### src/rtl/rtc_pkg.sv
package rtc_pkg;

  localparam int NF = 7;          // number of time fields
  localparam int TW = NF * 8;     // packed time width

  // sec occupies the low byte; field k sits at [k*8 +: 8]
  typedef struct packed {
    logic [7:0] year;
    logic [7:0] mon;
    logic [7:0] date;
    logic [7:0] dow;
    logic [7:0] hour;
    logic [7:0] min;
    logic [7:0] sec;
  } rtc_time_t;

  localparam rtc_time_t TIME_RESET = '{year: 8'h00, mon: 8'h01, date: 8'h01,
                                       dow: 8'h01, hour: 8'h00, min: 8'h00,
                                       sec: 8'h00};

  function automatic logic [7:0] bcd_inc(input logic [7:0] v);
    if (v[3:0] == 4'h9) return {v[7:4] + 4'h1, 4'h0};
    return {v[7:4], v[3:0] + 4'h1};
  endfunction

  // multiple-of-four test done directly on the two BCD digits
  function automatic logic year_leap(input logic [7:0] y);
    if (!y[4]) return (y[3:0] == 4'h0) || (y[3:0] == 4'h4) || (y[3:0] == 4'h8);
    return (y[3:0] == 4'h2) || (y[3:0] == 4'h6);
  endfunction

  function automatic logic [7:0] month_last_day(input logic [7:0] m, input logic [7:0] y);
    case (m)
      8'h02:                      return year_leap(y) ? 8'h29 : 8'h28;
      8'h04, 8'h06, 8'h09, 8'h11: return 8'h30;
      default:                    return 8'h31;
    endcase
  endfunction

endpackage

### src/rtl/rtc_prescaler.sv
module rtc_prescaler #(
  parameter int DIV = 32768
) (
  input  logic clk,
  input  logic rst,
  input  logic osc_en,
  input  logic clear,
  output logic tick
);
  localparam int CW = (DIV > 1) ? $clog2(DIV) : 1;
  localparam logic [CW-1:0] LAST = CW'(DIV - 1);

  logic [CW-1:0] cnt;

  always_ff @(posedge clk) begin
    if (rst || clear) begin
      cnt  <= '0;
      tick <= 1'b0;
    end else begin
      tick <= 1'b0;
      if (osc_en) begin
        if (cnt == LAST) begin
          cnt  <= '0;
          tick <= 1'b1;
        end else begin
          cnt <= cnt + 1'b1;
        end
      end
    end
  end
endmodule

### src/rtl/rtc_cal_step.sv
module rtc_cal_step
  import rtc_pkg::*;
(
  input  rtc_time_t cur,
  output rtc_time_t nxt
);
  logic [7:0] last_day;

  always_comb begin
    nxt      = cur;
    last_day = month_last_day(cur.mon, cur.year);
    if (cur.sec != 8'h59) begin
      nxt.sec = bcd_inc(cur.sec);
    end else begin
      nxt.sec = 8'h00;
      if (cur.min != 8'h59) begin
        nxt.min = bcd_inc(cur.min);
      end else begin
        nxt.min = 8'h00;
        if (cur.hour != 8'h23) begin
          nxt.hour = bcd_inc(cur.hour);
        end else begin
          nxt.hour = 8'h00;
          nxt.dow  = (cur.dow == 8'h07) ? 8'h01 : bcd_inc(cur.dow);
          if (cur.date != last_day) begin
            nxt.date = bcd_inc(cur.date);
          end else begin
            nxt.date = 8'h01;
            if (cur.mon != 8'h12) begin
              nxt.mon = bcd_inc(cur.mon);
            end else begin
              nxt.mon  = 8'h01;
              nxt.year = (cur.year == 8'h99) ? 8'h00 : bcd_inc(cur.year);
            end
          end
        end
      end
    end
  end
endmodule

### src/rtl/rtc_regs.sv
module rtc_regs
  import rtc_pkg::*;
#(
  parameter int AW = 4
) (
  input  logic          clk,
  input  logic          rst,
  input  logic [AW-1:0] addr,
  input  logic          we,
  input  logic [7:0]    wdata,
  input  logic [TW-1:0] core_d,
  output logic [TW-1:0] hold,
  output logic [7:0]    rdata,
  output logic          snap_bit,
  output logic          lock_bit,
  output logic          commit
);
  localparam logic [TW-1:0] HOLD_RST = TIME_RESET;

  logic ctrl_wr, snap;
  logic [7:0] rd_next;

  assign ctrl_wr = we && (addr == '0);
  assign snap    = ctrl_wr && !snap_bit && !lock_bit && wdata[0];
  assign commit  = ctrl_wr && lock_bit && !wdata[1];

  always_ff @(posedge clk) begin
    if (rst) begin
      snap_bit <= 1'b0;
      lock_bit <= 1'b0;
    end else if (ctrl_wr) begin
      snap_bit <= wdata[0];
      lock_bit <= wdata[1];
    end
  end

  for (genvar k = 0; k < NF; k++) begin : g_field
    logic fld_wr;
    assign fld_wr = we && lock_bit && (addr == AW'(k + 1));
    always_ff @(posedge clk) begin
      if (rst)
        hold[k*8 +: 8] <= HOLD_RST[k*8 +: 8];
      else if (fld_wr)
        hold[k*8 +: 8] <= wdata;
      else if (snap || (!snap_bit && !lock_bit))
        hold[k*8 +: 8] <= core_d[k*8 +: 8];
    end
  end

  always_comb begin
    rd_next = '0;
    if (addr == '0) rd_next = {6'b0, lock_bit, snap_bit};
    for (int k = 0; k < NF; k++)
      if (addr == AW'(k + 1)) rd_next = hold[k*8 +: 8];
  end

  always_ff @(posedge clk) begin
    if (rst) rdata <= '0;
    else     rdata <= rd_next;
  end
endmodule

### src/rtl/rtc_snapshot_top.sv
module rtc_snapshot_top
  import rtc_pkg::*;
#(
  parameter int DIV = 32768,
  parameter int AW  = 4
) (
  input  logic          clk,
  input  logic          rst,
  input  logic          osc_en,
  input  logic [AW-1:0] reg_addr,
  input  logic          reg_we,
  input  logic [7:0]    reg_wdata,
  output logic [7:0]    reg_rdata
);
  logic          tick, commit, r_bit, w_lock;
  logic [TW-1:0] hold_v;
  rtc_time_t     core_q, core_step, core_d;

  rtc_prescaler #(.DIV(DIV)) u_pre (
    .clk(clk), .rst(rst), .osc_en(osc_en), .clear(commit), .tick(tick)
  );

  rtc_cal_step u_step (.cur(core_q), .nxt(core_step));

  always_comb begin
    if (commit)             core_d = rtc_time_t'(hold_v);
    else if (tick && !w_lock) core_d = core_step;
    else                    core_d = core_q;
  end

  always_ff @(posedge clk) begin
    if (rst) core_q <= TIME_RESET;
    else     core_q <= core_d;
  end

  rtc_regs #(.AW(AW)) u_regs (
    .clk(clk), .rst(rst), .addr(reg_addr), .we(reg_we), .wdata(reg_wdata),
    .core_d(core_d), .hold(hold_v), .rdata(reg_rdata),
    .snap_bit(r_bit), .lock_bit(w_lock), .commit(commit)
  );
endmodule

### config.mk
export PLATFORM = sky130hd
export DESIGN_NAME = rtc_snapshot_top
export DESIGN_NICKNAME = d
export VERILOG_FILES = /design/src/rtl/rtc_pkg.sv /design/src/rtl/rtc_prescaler.sv /design/src/rtl/rtc_cal_step.sv /design/src/rtl/rtc_regs.sv /design/src/rtl/rtc_snapshot_top.sv
export SDC_FILE = /design/constraint.sdc
export NUM_CORES = 1
export LEC_CHECK = 0
export BUFFER_PORTS_ARGS = -buffer_cell sky130_fd_sc_hd__buf_2
export CAP_MARGIN = 20
export CORE_ASPECT_RATIO = 1.4
export CORE_MARGIN = 3
export CORE_UTILIZATION = 46
export DETAILED_ROUTE_END_ITERATION = 7
export MAX_ROUTING_LAYER = met4
export PLACE_DENSITY_LB_ADDON = 0.3
export SYNTH_ARGS = -nofsm -noshare
export SYNTH_HDL_FRONTEND = slang
export SYNTH_SLANG_ARGS = --single-unit
### constraint.sdc
create_clock -name clk -period 3.8 [get_ports clk]
set_input_delay 1.14 -clock clk [delete_from_list [all_inputs] [get_ports clk]]
set_output_delay 1.14 -clock clk [all_outputs]
set_load 0.1 [all_outputs]
==> results.ini, run 1 <==
[run_status]
status = complete, no violations

[yosys]
async_flop_share = 0
netlist_instances = 963
synth_nets = 1004
ys_top_cells_by_area = dfxtp_1, nor2_1, nand2_1, ha_1, a22oi_1
synth_warnings = 0
ys_top_cells_by_count = dfxtp_1, nor2_1, nand2_1
synth.most_common_cell = dfxtp_1
synth_cell_types = 75
syn-cell-area_um2 = 7840
synth_edf_count = 0
synth_top_area_share = 0.352
ys_ff_latch = 138
yosysSeqAreaShare = 0.352
synth.avg_cell_area_um2 = 8.14
synth_top_area_cell = dfxtp_1
ys.flop_type = dfxtp_1

[global_route]
grt_usage = 0.273
grt-ovfl-total = 0
grt_start_max_net_pins = 78
grt_pass1_vias = 7198
antenna_found_initial = 1
grt_pass1_wl_um = 38600

[critical_path]
arrival_ns = 3.51
worst-path-buf-inv = 1
worstSetupPathType = register to register
end_kind = register
start_kind = register
r2r_start = core_q[45]$_SDFF_PP0_
critPathTopFamily = simple AND/OR/NAND/NOR gates
critical_path_required_ns = 4.15
critPathMaxFanout = 9
cp_cell_sequence = inv_1, ha_1, or3b_4, and4bb_1, o211a_4, nor4b_4, o211ai_2, or3_1, a311oi_1
critPathSlowestCell = nor4b_4
worstSetupStartpoint = core_q[45]$_SDFF_PP0_
slowest_delay_ns = 0.58

[detailed_routing]
wl_um = 24300
vias = 7464
drc = 0
dr.pass1.iters = 6
post_drt_wl_per_cell_um = 20.5
via_per_inst = 6.31
postRouteAntennaNets = 0
drtIter0Drc = 686

[sta]
slew_headroom = 0.533
rsz0062_at_grt = no
tns_ns = 0
drv_slew = 0
clock.fmax_ghz = 0.316
finalCritPeriodShare = 0.832
hold_violations = 0
setup_viol = 0
setup_ws_ns = 0.639
holdWs_ns = 0.496
fin_skew_ns = 0.00705
period_needed_ns = 3.16
tightest_slew_ns = 0.696

[min_path]
worstHoldStart = u_regs.hold[36]$_SDFFE_PP0P_
hold_class = register to register

[cts]
cts_tree = done
cts_buffer_depth = 2
ctsResizeCount = 0
htreeDepth = 4
cts-root-buf = clkbuf_16
clock-sinks = 138
holdBufCountCts = 0
post_cts_buffers = 0
numCtsBuffers = 17
clk_latency_ns = 0.43
path_clk_slew_ns = 0.06

[floorplan]
fp.dieH_um = 160
start_util = 0.477
num_io_pins = 24
rows = 55
die-width_um = 116
core-area_um2 = 16400
die-area_um2 = 18700

[pwr]
power_leakage_nw = 3.17
combPwrFrac = 0.043
p_clk_frac = 0.512
ir_drop_mv = 0.259
p_int_w = 0.00249
sw_frac_of_total = 0.240
power_density_nw_per_um2 = 375
switchingPower_w = 0.000786
power_frac_seq = 0.445

[placement]
dp_worst_setup_slack_ns = 0.544
io_buffers = 23
dp_hpwl_um = 17300
dp.cells = 1150
gp_congestion = 0.971

[layout]
drive_gt1_frac = 0.106
nets = 1011
area_growth_syn_to_layout_pct = 11.3
layoutNonFillerInstCount = 1183

[flow_run]
cap_violations = 0

logic make-up (layout without fill, tap and decap cells):
| family | Yosys count | after routing | share of synthesized area |
|---|---|---|---|
| muxes | 34 | 34 | 0.0472 |
| xor gates and xnor gates | 26 | 26 | 0.0290 |
| adders and majority gates | 25 | 25 | 0.0399 |
| buffers and inverters | 81 | 101 | 0.0474 |
| other | 0 | 1 | 0 |
| DFF | 138 | 138 | 0.352 |
| AOI/OAI and AO/OA | 263 | 263 | 0.232 |
| and+or+nand+nor | 396 | 396 | 0.252 |
worst paths after layout:
| path | end | slack, ns | depth (start not counted) |
|---|---|---|---|
| worst min-delay path | core_q[36]$_SDFF_PP0_ | 0.50 | 2 |
| worst max register to register | core_q[55]$_SDFF_PP0_ | 0.64 | 9 |
| worst min register to register | core_q[36]$_SDFF_PP0_ | 0.50 | 2 |
| worst max-delay path | core_q[55]$_SDFF_PP0_ | 0.64 | 9 |
worst min-delay path: stages (launching register included):
cell	delay [ns]
dfxtp_1	0.32
nand2_1	0.06
o21ai_0	0.07
final cells by class:
class / count / area, um2
Antenna cell: 1 / 2.50
Fill cell: 1524 / 7720
Multi-Input combinational cell: 744 / 4710
Timing Repair Buffer: 48 / 330
Sequential cell: 138 / 2760
Inverter: 21 / 78.8
Clock buffer: 19 / 453
Tap cell: 199 / 249
Clock inverter: 13 / 141
power by group through the flow:
stage / Sequential, W / Combinational [W] / Clock, W
3_3_place_gp: 0.00149 / 0.000137 / 0
4_1_cts: 0.00146 / 0.000139 / 0.00170
3_5_place_dp: 0.00149 / 0.000138 / 0
6_report: 0.00146 / 0.000142 / 0.00168
2_1_floorplan: 0.00149 / 0.0000770 / 0
5_1_grt: 0.00146 / 0.000149 / 0.00175
routing by layer:
layer / share of wire / vias to the layer above / global-route usage
li1: - / 3584 / -
met5: 0 / - / -
met1: 0.39 / 3474 / 0.309
met4: 0.069 / 0 / 0.181
met3: 0.057 / 107 / 0.0558
met2: 0.48 / 299 / 0.429
through the flow:
stage,instance area [um2],utilization,power (W)
2_1_floorplan,7840,-,0.00157
5_1_grt,8730,0.531,0.00336
3_3_place_gp,8130,0.494,0.00163
4_1_cts,8720,0.530,0.00330
3_5_place_dp,8130,0.494,0.00163
6_report,8730,0.531,0.00328
sequential cells by signal, indices dropped and copies added, names as in the netlist:
| signal | flops |
|---|---|
| u_regs.rdata | 8 |
| u_regs.snap_bit | 1 |
| core_q | 56 |
| u_pre.cnt | 15 |
| u_pre.tick | 1 |
| u_regs.lock_bit | 1 |
| u_regs.hold | 56 |
cell usage in the layout, fill, tap and decap left out, types with 5 or more instances in the layout:
cell | synthesis | final
xnor2_1 | 12 | 12
or3_1 | 10 | 10
a221oi_1 | 8 | 8
a31oi_1 | 11 | 11
a21oi_1 | 54 | 54
nand3b_1 | 6 | 6
nand3_1 | 39 | 39
and3b_1 | 6 | 6
a211oi_1 | 19 | 19
o211ai_1 | 12 | 12
o31ai_1 | 7 | 7
a22oi_1 | 38 | 38
nor2b_1 | 9 | 9
buf_2 | 3 | 22
and2_1 | 7 | 7
dfxtp_1 | 138 | 138
mux2i_1 | 28 | 28
nor3_1 | 22 | 22
buf_4 | 4 | 24
or2_2 | 5 | 5
o2111ai_1 | 5 | 5
inv_1 | 20 | 20
nor2_1 | 126 | 125
nand2_1 | 89 | 89
xor2_1 | 14 | 14
nand4_1 | 18 | 18
o2bb2ai_1 | 7 | 7
and3_1 | 25 | 25
nor4_1 | 5 | 5
a311oi_1 | 10 | 10
clkbuf_16 | 0 | 17
ha_1 | 25 | 25
or4_1 | 5 | 5
a22o_1 | 5 | 5
o21a_1 | 6 | 6
o21ai_0 | 38 | 38
o22ai_1 | 16 | 16
nand2b_1 | 6 | 6
Power figures use the tool's default switching activity.
==> run 2: changes to the inputs <==
--- a/config.mk
+++ b/config.mk
@@ -5,6 +5,7 @@
 export SDC_FILE = /design/constraint.sdc
 export NUM_CORES = 1
 export LEC_CHECK = 0
+export ABC_AREA = 1
 export BUFFER_PORTS_ARGS = -buffer_cell sky130_fd_sc_hd__buf_2
 export CAP_MARGIN = 20
 export CORE_ASPECT_RATIO = 1.4
==> constraint.sdc (replaced) <==
create_clock -name clk -period 3.3 [get_ports clk]
set_input_delay 0.99 -clock clk [delete_from_list [all_inputs] [get_ports clk]]
set_output_delay 0.99 -clock clk [all_outputs]
set_load 0.1 [all_outputs]
==> run 2 against run 1 <==
Effect of this change: power rose by 15%; via count rose by 0.15%; critical path depth rose by 3; global-route usage fell by 0.79 points; combinational power rose by 3%; first-iteration DRC count fell by 17%; non-clock buffer count fell by 7; synthesized area fell by 4.3%; synthesized cell count rose by 13%; worst hold slack got worse by 0.027 ns; final cell count rose by 12%.
==> results.ini, run 2 <==
[yosys]
syn-cell-area_um2 = 7500  ; was 7840 um2
ys_ff_latch = 138  ; unchanged
yosysSeqAreaShare = 0.368  ; was 0.352
ys_top_cells_by_count = nand2_1, inv_1, dfxtp_1  ; was dfxtp_1, nor2_1, nand2_1
synth_top_area_share = 0.368  ; was 0.352
synth_nets = 1130  ; was 1004
synth.avg_cell_area_um2 = 6.89  ; was 8.14 um2
async_flop_share = 0  ; unchanged
synth_edf_count = 0  ; unchanged
ys_top_cells_by_area = dfxtp_1, nand2_1, inv_1, nand3_1, o22ai_1  ; was dfxtp_1, nor2_1, nand2_1, ha_1, a22oi_1
synth_warnings = 0  ; unchanged
synth_top_area_cell = dfxtp_1  ; unchanged
synth.most_common_cell = nand2_1  ; was dfxtp_1
ys.flop_type = dfxtp_1  ; unchanged
synth_cell_types = 49  ; was 75
netlist_instances = 1089  ; was 963

[floorplan]
die-area_um2 = 17900  ; was 18700 um2
fp.dieH_um = 157  ; was 160 um
num_io_pins = 24  ; unchanged
core-area_um2 = 15800  ; was 16400 um2
start_util = 0.475  ; was 0.477
rows = 54  ; was 55
die-width_um = 114  ; was 116 um

[layout]
diodes = 0  ; was 1
nFillCells = 1605  ; was 1524
mostFrequentLayoutCells = nand2_1, inv_1, dfxtp_1  ; was dfxtp_1, nor2_1, nand2_1
multi_input_area_um2 = 3980  ; was 4710 um2
drive_gt1_frac = 0.0883  ; was 0.106
regArea_um2 = 2760  ; unchanged
reg_top3 = core_q (56), u_regs.hold (56), u_pre.cnt (15)  ; unchanged
final_common_cell = nand2_1  ; was dfxtp_1
area_growth_syn_to_layout_pct = 13.1  ; was 11.3%
layoutNonFillerInstCount = 1329  ; was 1183
nets = 1161  ; was 1011
fin_area_um2 = 8490  ; was 8730 um2

[cts]
post_cts_buffers = 0  ; unchanged
holdBufCountCts = 0  ; unchanged
ctsResizeCount = 0  ; unchanged
clock-sinks = 138  ; unchanged
cts_tree = done  ; unchanged
clk_latency_ns = 0.43  ; about the same
htreeDepth = 4  ; unchanged
cts-root-buf = clkbuf_16  ; unchanged
numCtsBuffers = 17  ; unchanged
path_clk_slew_ns = 0.06  ; about the same
cts_buffer_depth = 2  ; unchanged

[min_path]
hold_class = register to register  ; unchanged

[placement]
dp.cells = 1297  ; was 1150
io_buffers = 23  ; unchanged
dp_hpwl_um = 16300  ; was 17300 um
gp_congestion = 1.00  ; was 0.971
dpl-instance-area_um2 = 7890  ; was 8130 um2

[pwr]
power_density_nw_per_um2 = 445  ; was 375 nW/um2
ir_drop_mv = 0.310  ; was 0.259 mV
power_leakage_nw = 3.61  ; was 3.17 nW

[critical_path]
critical_path_required_ns = 3.67  ; was 4.15 ns
worstSetupStartpoint = core_q[8]$_SDFF_PP0_  ; was core_q[45]$_SDFF_PP0_
start_kind = register  ; unchanged
arrival_ns = 3.05  ; was 3.51 ns
r2r_start = core_q[8]$_SDFF_PP0_  ; was core_q[45]$_SDFF_PP0_
r2r_end = u_regs.hold[33]$_SDFFE_PP0P_  ; was core_q[55]$_SDFF_PP0_
worstSetupPathType = register to register  ; unchanged
critPathMaxFanout = 5  ; was 9
r2r_slack_ns = 0.62  ; was 0.64 ns
end_kind = register  ; unchanged
rr_worst_depth = 12  ; was 9
cp-endpoint = u_regs.hold[33]$_SDFFE_PP0P_  ; was core_q[55]$_SDFF_PP0_

[detailed_routing]
post_drt_wl_per_cell_um = 17.1  ; was 20.5 um
dr.pass1.iters = 5  ; was 6
drc = 0  ; unchanged
via_per_inst = 5.62  ; was 6.31
drtIter0Drc = 566  ; was 686
vias = 7475  ; was 7464
postRouteAntennaNets = 0  ; unchanged
wl_um = 22700  ; was 24300 um

[sta]
clock.fmax_ghz = 0.373  ; was 0.316 GHz
slew_headroom = 0.439  ; was 0.533
finalCritPeriodShare = 0.813  ; was 0.832
setup_viol = 0  ; unchanged
tightest_slew_ns = 0.839  ; was 0.696 ns
rsz0062_at_grt = no  ; unchanged
drv_slew = 0  ; unchanged
hold_violations = 0  ; unchanged
period_needed_ns = 2.68  ; was 3.16 ns
tns_ns = 0  ; unchanged
fin_skew_ns = 0.0100  ; was 0.00705 ns

[global_route]
antenna_found_initial = 0  ; was 1
grt_usage = 0.265  ; was 0.273
grt_pass1_wl_um = 36000  ; was 38600 um
grt_pass1_vias = 7038  ; was 7198
grt_start_max_net_pins = 59  ; was 78
grt-ovfl-total = 0  ; unchanged

[flow_run]
cap_violations = 0  ; unchanged

[run_status]
status = complete, no violations  ; unchanged

run 2: changes by cell type in the layout (fill, tap and decap cells not counted), moves of 27 or more:
cell     before  now
o22ai_1      16   51
mux2i_1      28    1
nand3_1      39   77
a22oi_1      38    4
inv_1        20  160
nor2_1      125   82
nand2_1      89  278
run 2: through the flow:
step                total power (W)  setup slack [ns]  hold WS (ns)  utilization
global placement            0.00185             0.561         0.450        0.499
finish                      0.00378             0.619         0.469        0.537
detailed placement          0.00185             0.454         0.461        0.499
global route                0.00386             0.462         0.490        0.537
CTS                         0.00378             0.679         0.476        0.537
floorplan                   0.00179             0.838         0.441            -
run 2: worst max-delay path, cell delays in order, from the launching register on:
cell and delay, ns:
dfxtp_1 0.41, ha_1 0.18, nand3_1 0.29, inv_1 0.17
nand3_1 0.09, inv_1 0.12, nand3_1 0.20, nor2_2 0.38
inv_1 0.22, nor2_1 0.13, nand3b_1 0.09, a22oi_1 0.20
a21o_1 0.15
run 2: metal layers:
layer | part of all wire | global-route usage | vias up | routed length [um]
li1 | - | - | 3685 | -
met1 | 0.40 | 0.301 | 3414 | 8990
met2 | 0.49 | 0.446 | 292 | 11100
met3 | 0.062 | 0.0469 | 84 | 1400
met4 | 0.054 | 0.136 | 0 | 1220
met5 | 0 | - | - | 0
run 2: logic make-up after synthesis:
group / synth area share
adders and majority gates: 0.0417
xor gates and xnor gates: 0.0198
and+or+nand+nor: 0.296
DFF: 0.368
muxes: 0.00133
AOI/OAI and AO/OA: 0.171
buffers and inverters: 0.102
run 2: layout make-up:
class,count,area share
tap,196,0.0289
clock inverter,14,0.0201
sequential,138,0.326
timing repair buffer,41,0.0310
inverter,169,0.0747
clock buffer,18,0.0506
multi-input combinational,753,0.469
run 2: power breakdown:
| part | switching [W] | leakage, nW | internal [W] |
|---|---|---|---|
| clock network | 0.000768 | 0.283 | 0.00119 |
| logic | 0.000114 | 2.21 | 0.0000325 |
| registers | 0.00000358 | 1.11 | 0.00167 |
| total | 0.000885 | 3.61 | 0.00289 |
run 2: how the worst min path moves through the flow:
stage / start / end / depth (start not counted)
final: u_pre.cnt[13]$_SDFFE_PP0P_ / u_pre.cnt[13]$_SDFFE_PP0P_ / 1
after global routing: u_pre.cnt[13]$_SDFFE_PP0P_ / u_pre.cnt[13]$_SDFFE_PP0P_ / 1
after CTS: u_regs.hold[52]$_SDFFE_PP0P_ / core_q[52]$_SDFF_PP0_ / 2
after detailed placement: u_pre.cnt[13]$_SDFFE_PP0P_ / u_pre.cnt[13]$_SDFFE_PP0P_ / 1
after global placement: u_pre.cnt[13]$_SDFFE_PP0P_ / u_pre.cnt[13]$_SDFFE_PP0P_ / 1
after floorplan: u_pre.cnt[13]$_SDFFE_PP0P_ / u_pre.cnt[13]$_SDFFE_PP0P_ / 1
==> run 3: changes to the inputs <==
==> constraint.sdc (replaced) <==
create_clock -name clk -period 2.15 [get_ports clk]
set_input_delay 0.645 -clock clk [delete_from_list [all_inputs] [get_ports clk]]
set_output_delay 0.645 -clock clk [all_outputs]
set_load 0.1 [all_outputs]
==> run 3 against run 2 <==
Effect of this change: non-clock buffer count up 87; sequential share of layout area down 3.1 points; setup slack worse by 0.60 ns; die area unchanged; flip-flop and latch count unchanged; core utilization up 5.7 points; register-to-register slack worse by 0.60 ns; critical endpoint is now u_regs.hold[26]$_SDFFE_PP0P_; largest cell class unchanged; largest power group unchanged; highest routed layer unchanged.
==> results.ini, run 3 (synthesis results as in run 2) <==
[min_path]
whs_path_depth = 1  ; unchanged
hold_path_end = u_pre.cnt[13]$_SDFFE_PP0P_  ; unchanged
worstHoldStart = u_pre.cnt[13]$_SDFFE_PP0P_  ; unchanged
hold_class = register to register  ; unchanged

[sta]
holdWs_ns = 0.474  ; was 0.469 ns
fin_skew_ns = 0.00853  ; was 0.0100 ns
clock.fmax_ghz = 0.469  ; was 0.373 GHz
period_needed_ns = 2.13  ; was 2.68 ns
setup_viol = 0  ; unchanged
slew_headroom = 0.557  ; was 0.439
finalCritPeriodShare = 0.991  ; was 0.813
drv_slew = 0  ; unchanged
tightest_slew_ns = 0.665  ; was 0.839 ns
tns_ns = 0  ; unchanged
hold_violations = 0  ; unchanged
rsz0062_at_grt = yes  ; was no

[cts]
clk_latency_ns = 0.43  ; about the same
numCtsBuffers = 17  ; unchanged
clock-sinks = 138  ; unchanged
htreeDepth = 4  ; unchanged
cts_tree = done  ; unchanged
cts_buffer_depth = 2  ; unchanged
path_clk_slew_ns = 0.06  ; about the same
cts-root-buf = clkbuf_16  ; unchanged

[layout]
area_growth_syn_to_layout_pct = 25.1  ; was 13.1%
drive_gt1_frac = 0.195  ; was 0.0883
final_common_cell = nand2_1  ; unchanged
final_util = 0.594  ; was 0.537
nets = 1248  ; was 1161
diodes = 0  ; unchanged
reg_top3 = core_q (56), u_regs.hold (56), u_pre.cnt (15)  ; unchanged
mostFrequentLayoutCells = nand2_1, inv_1, dfxtp_1  ; unchanged

[flow_run]
cap_violations = 0  ; unchanged

[critical_path]
critPathMaxFanout = 4  ; was 5
worst-path-buf-inv = 3  ; unchanged
cp_cell_sequence = ha_1, nand3_1, buf_4, nor2_4, nand2_4, nor2_8, buf_4, buf_6, a21oi_1, or2_4, o21ai_4, nand3_1, nand2_1  ; was ha_1, nand3_1, inv_1, nand3_1, inv_1, nand3_1, nor2_2, inv_1, nor2_1, nand3b_1, a22oi_1, a21o_1
critical_path_required_ns = 2.52  ; was 3.67 ns
r2r_slack_ns = 0.02  ; was 0.62 ns
slowest_delay_ns = 0.34  ; was 0.41 ns
critPathTopFamily = simple AND/OR/NAND/NOR gates  ; unchanged
rr_worst_depth = 13  ; was 12
end_kind = register  ; unchanged
worstSetupPathType = register to register  ; unchanged
r2r_end = u_regs.hold[26]$_SDFFE_PP0P_  ; was u_regs.hold[33]$_SDFFE_PP0P_
r2r_start = core_q[8]$_SDFF_PP0_  ; unchanged
start_kind = register  ; unchanged
path_depth = 13  ; was 12
critPathSlowestCell = dfxtp_1  ; unchanged
arrival_ns = 2.50  ; was 3.05 ns

[global_route]
grt-ovfl-total = 0  ; unchanged
grt_usage = 0.284  ; was 0.265
antenna_found_initial = 0  ; unchanged
grt_pass1_vias = 7559  ; was 7038
grt_start_max_net_pins = 65  ; was 59
grt_pass1_wl_um = 38300  ; was 36000 um

[pwr]
power_density_nw_per_um2 = 617  ; was 445 nW/um2
p_int_w = 0.00451  ; was 0.00289 W
switchingPower_w = 0.00129  ; was 0.000885 W
total_power_w = 0.00580  ; was 0.00378 W
power_frac_seq = 0.443  ; about the same
sw_frac_of_total = 0.222  ; was 0.234
ir_drop_mv = 0.508  ; was 0.310 mV
p_clk_frac = 0.511  ; was 0.518
power_leakage_nw = 4.05  ; was 3.61 nW
combPwrFrac = 0.045  ; was 0.039

[placement]
io_buffers = 23  ; unchanged
dp_hpwl_um = 18000  ; was 16300 um
gp_congestion = 1.02  ; was 1.00

[detailed_routing]
post_drt_wl_per_cell_um = 17.3  ; was 17.1 um
drtIter0Drc = 508  ; was 566
via_per_inst = 5.59  ; was 5.62
vias = 7905  ; was 7475
wl_um = 24400  ; was 22700 um
dr.pass1.iters = 5  ; unchanged
postRouteAntennaNets = 0  ; unchanged
drc = 0  ; unchanged

[floorplan]
die-area_um2 = 17900  ; unchanged
fp.dieH_um = 157  ; unchanged
core-area_um2 = 15800  ; unchanged
num_io_pins = 24  ; unchanged
rows = 54  ; unchanged
die-width_um = 114  ; unchanged
start_util = 0.475  ; unchanged

[run_status]
status = complete, no violations  ; unchanged

-- run 3: cell types whose count changed in the layout (fill, tap and decap cells not counted), sizes merged --
cell | before | now
buf | 41 | 128
inv | 167 | 164
clkinvlp | 4 | 1
clkbuf | 18 | 23
-- run 3: routing by layer --
metal	wire length, um	GRT usage	part of all wire	vias to the layer above
li1	-	-	-	3842
met1	9260	0.304	0.38	3648
met2	12000	0.487	0.49	301
met3	1430	0.0477	0.059	114
met4	1730	0.171	0.071	0
met5	0	-	0	-
-- run 3: through the flow --
stage | cells | instance area [um2] | worst slack, ns
6_report | 1415 | 9390 | 0.0186
5_1_grt | 1415 | 9390 | -0.114
4_1_cts | 1409 | 9140 | -0.0171
3_5_place_dp | 1378 | 8530 | -0.186
2_1_floorplan | 1089 | 7500 | 0.0329
3_3_place_gp | 1378 | 8530 | -0.146
-- run 3: final cells by class --
| type | instances | area (um2) |
|---|---|---|
| Fill cell | 1510 | 6420 |
| Clock inverter | 8 | 119 |
| Tap cell | 196 | 245 |
| Multi-Input combinational cell | 753 | 4190 |
| Inverter | 169 | 638 |
| Clock buffer | 23 | 468 |
| Timing Repair Buffer | 128 | 961 |
| Sequential cell | 138 | 2770 |
-- run 3: what timing repair did --
| item | CTS | global route |
|---|---|---|
| setup buffers | 0 | 6 |
| cloned | 0 | 0 |
| pin swaps | 0 | 16 |
| endpoints found under the hold margin | 0 | 0 |
| hold buffers | 0 | 0 |
| resized for setup | 4 | 66 |
| setup endpoints to repair | 17 | 63 |
-- run 3: worst max path at each step --
stage,start,endpoint,slack [ns]
floorplan,reg_addr[3],u_regs.hold[1]$_SDFFE_PP0P_,0.03
global placement,reg_addr[3],u_regs.hold[54]$_SDFFE_PP0P_,-0.15
detailed placement,reg_addr[3],u_regs.hold[54]$_SDFFE_PP0P_,-0.19
CTS,core_q[40]$_SDFF_PP1_,u_regs.hold[50]$_SDFFE_PP0P_,-0.02
global route,core_q[9]$_SDFF_PP0_,u_regs.hold[46]$_SDFFE_PP0P_,-0.11
finish,core_q[8]$_SDFF_PP0_,u_regs.hold[26]$_SDFFE_PP0P_,0.02
-- run 3: power groups by stage --
stage                     sequential, W  combinational [W]  clock [W]
after floorplan                 0.00264           0.000119          0
after global placement          0.00263           0.000254          0
after detailed placement        0.00263           0.000254          0
after CTS                       0.00257           0.000255    0.00298
after global routing            0.00257           0.000278    0.00308
final                           0.00257           0.000264    0.00296
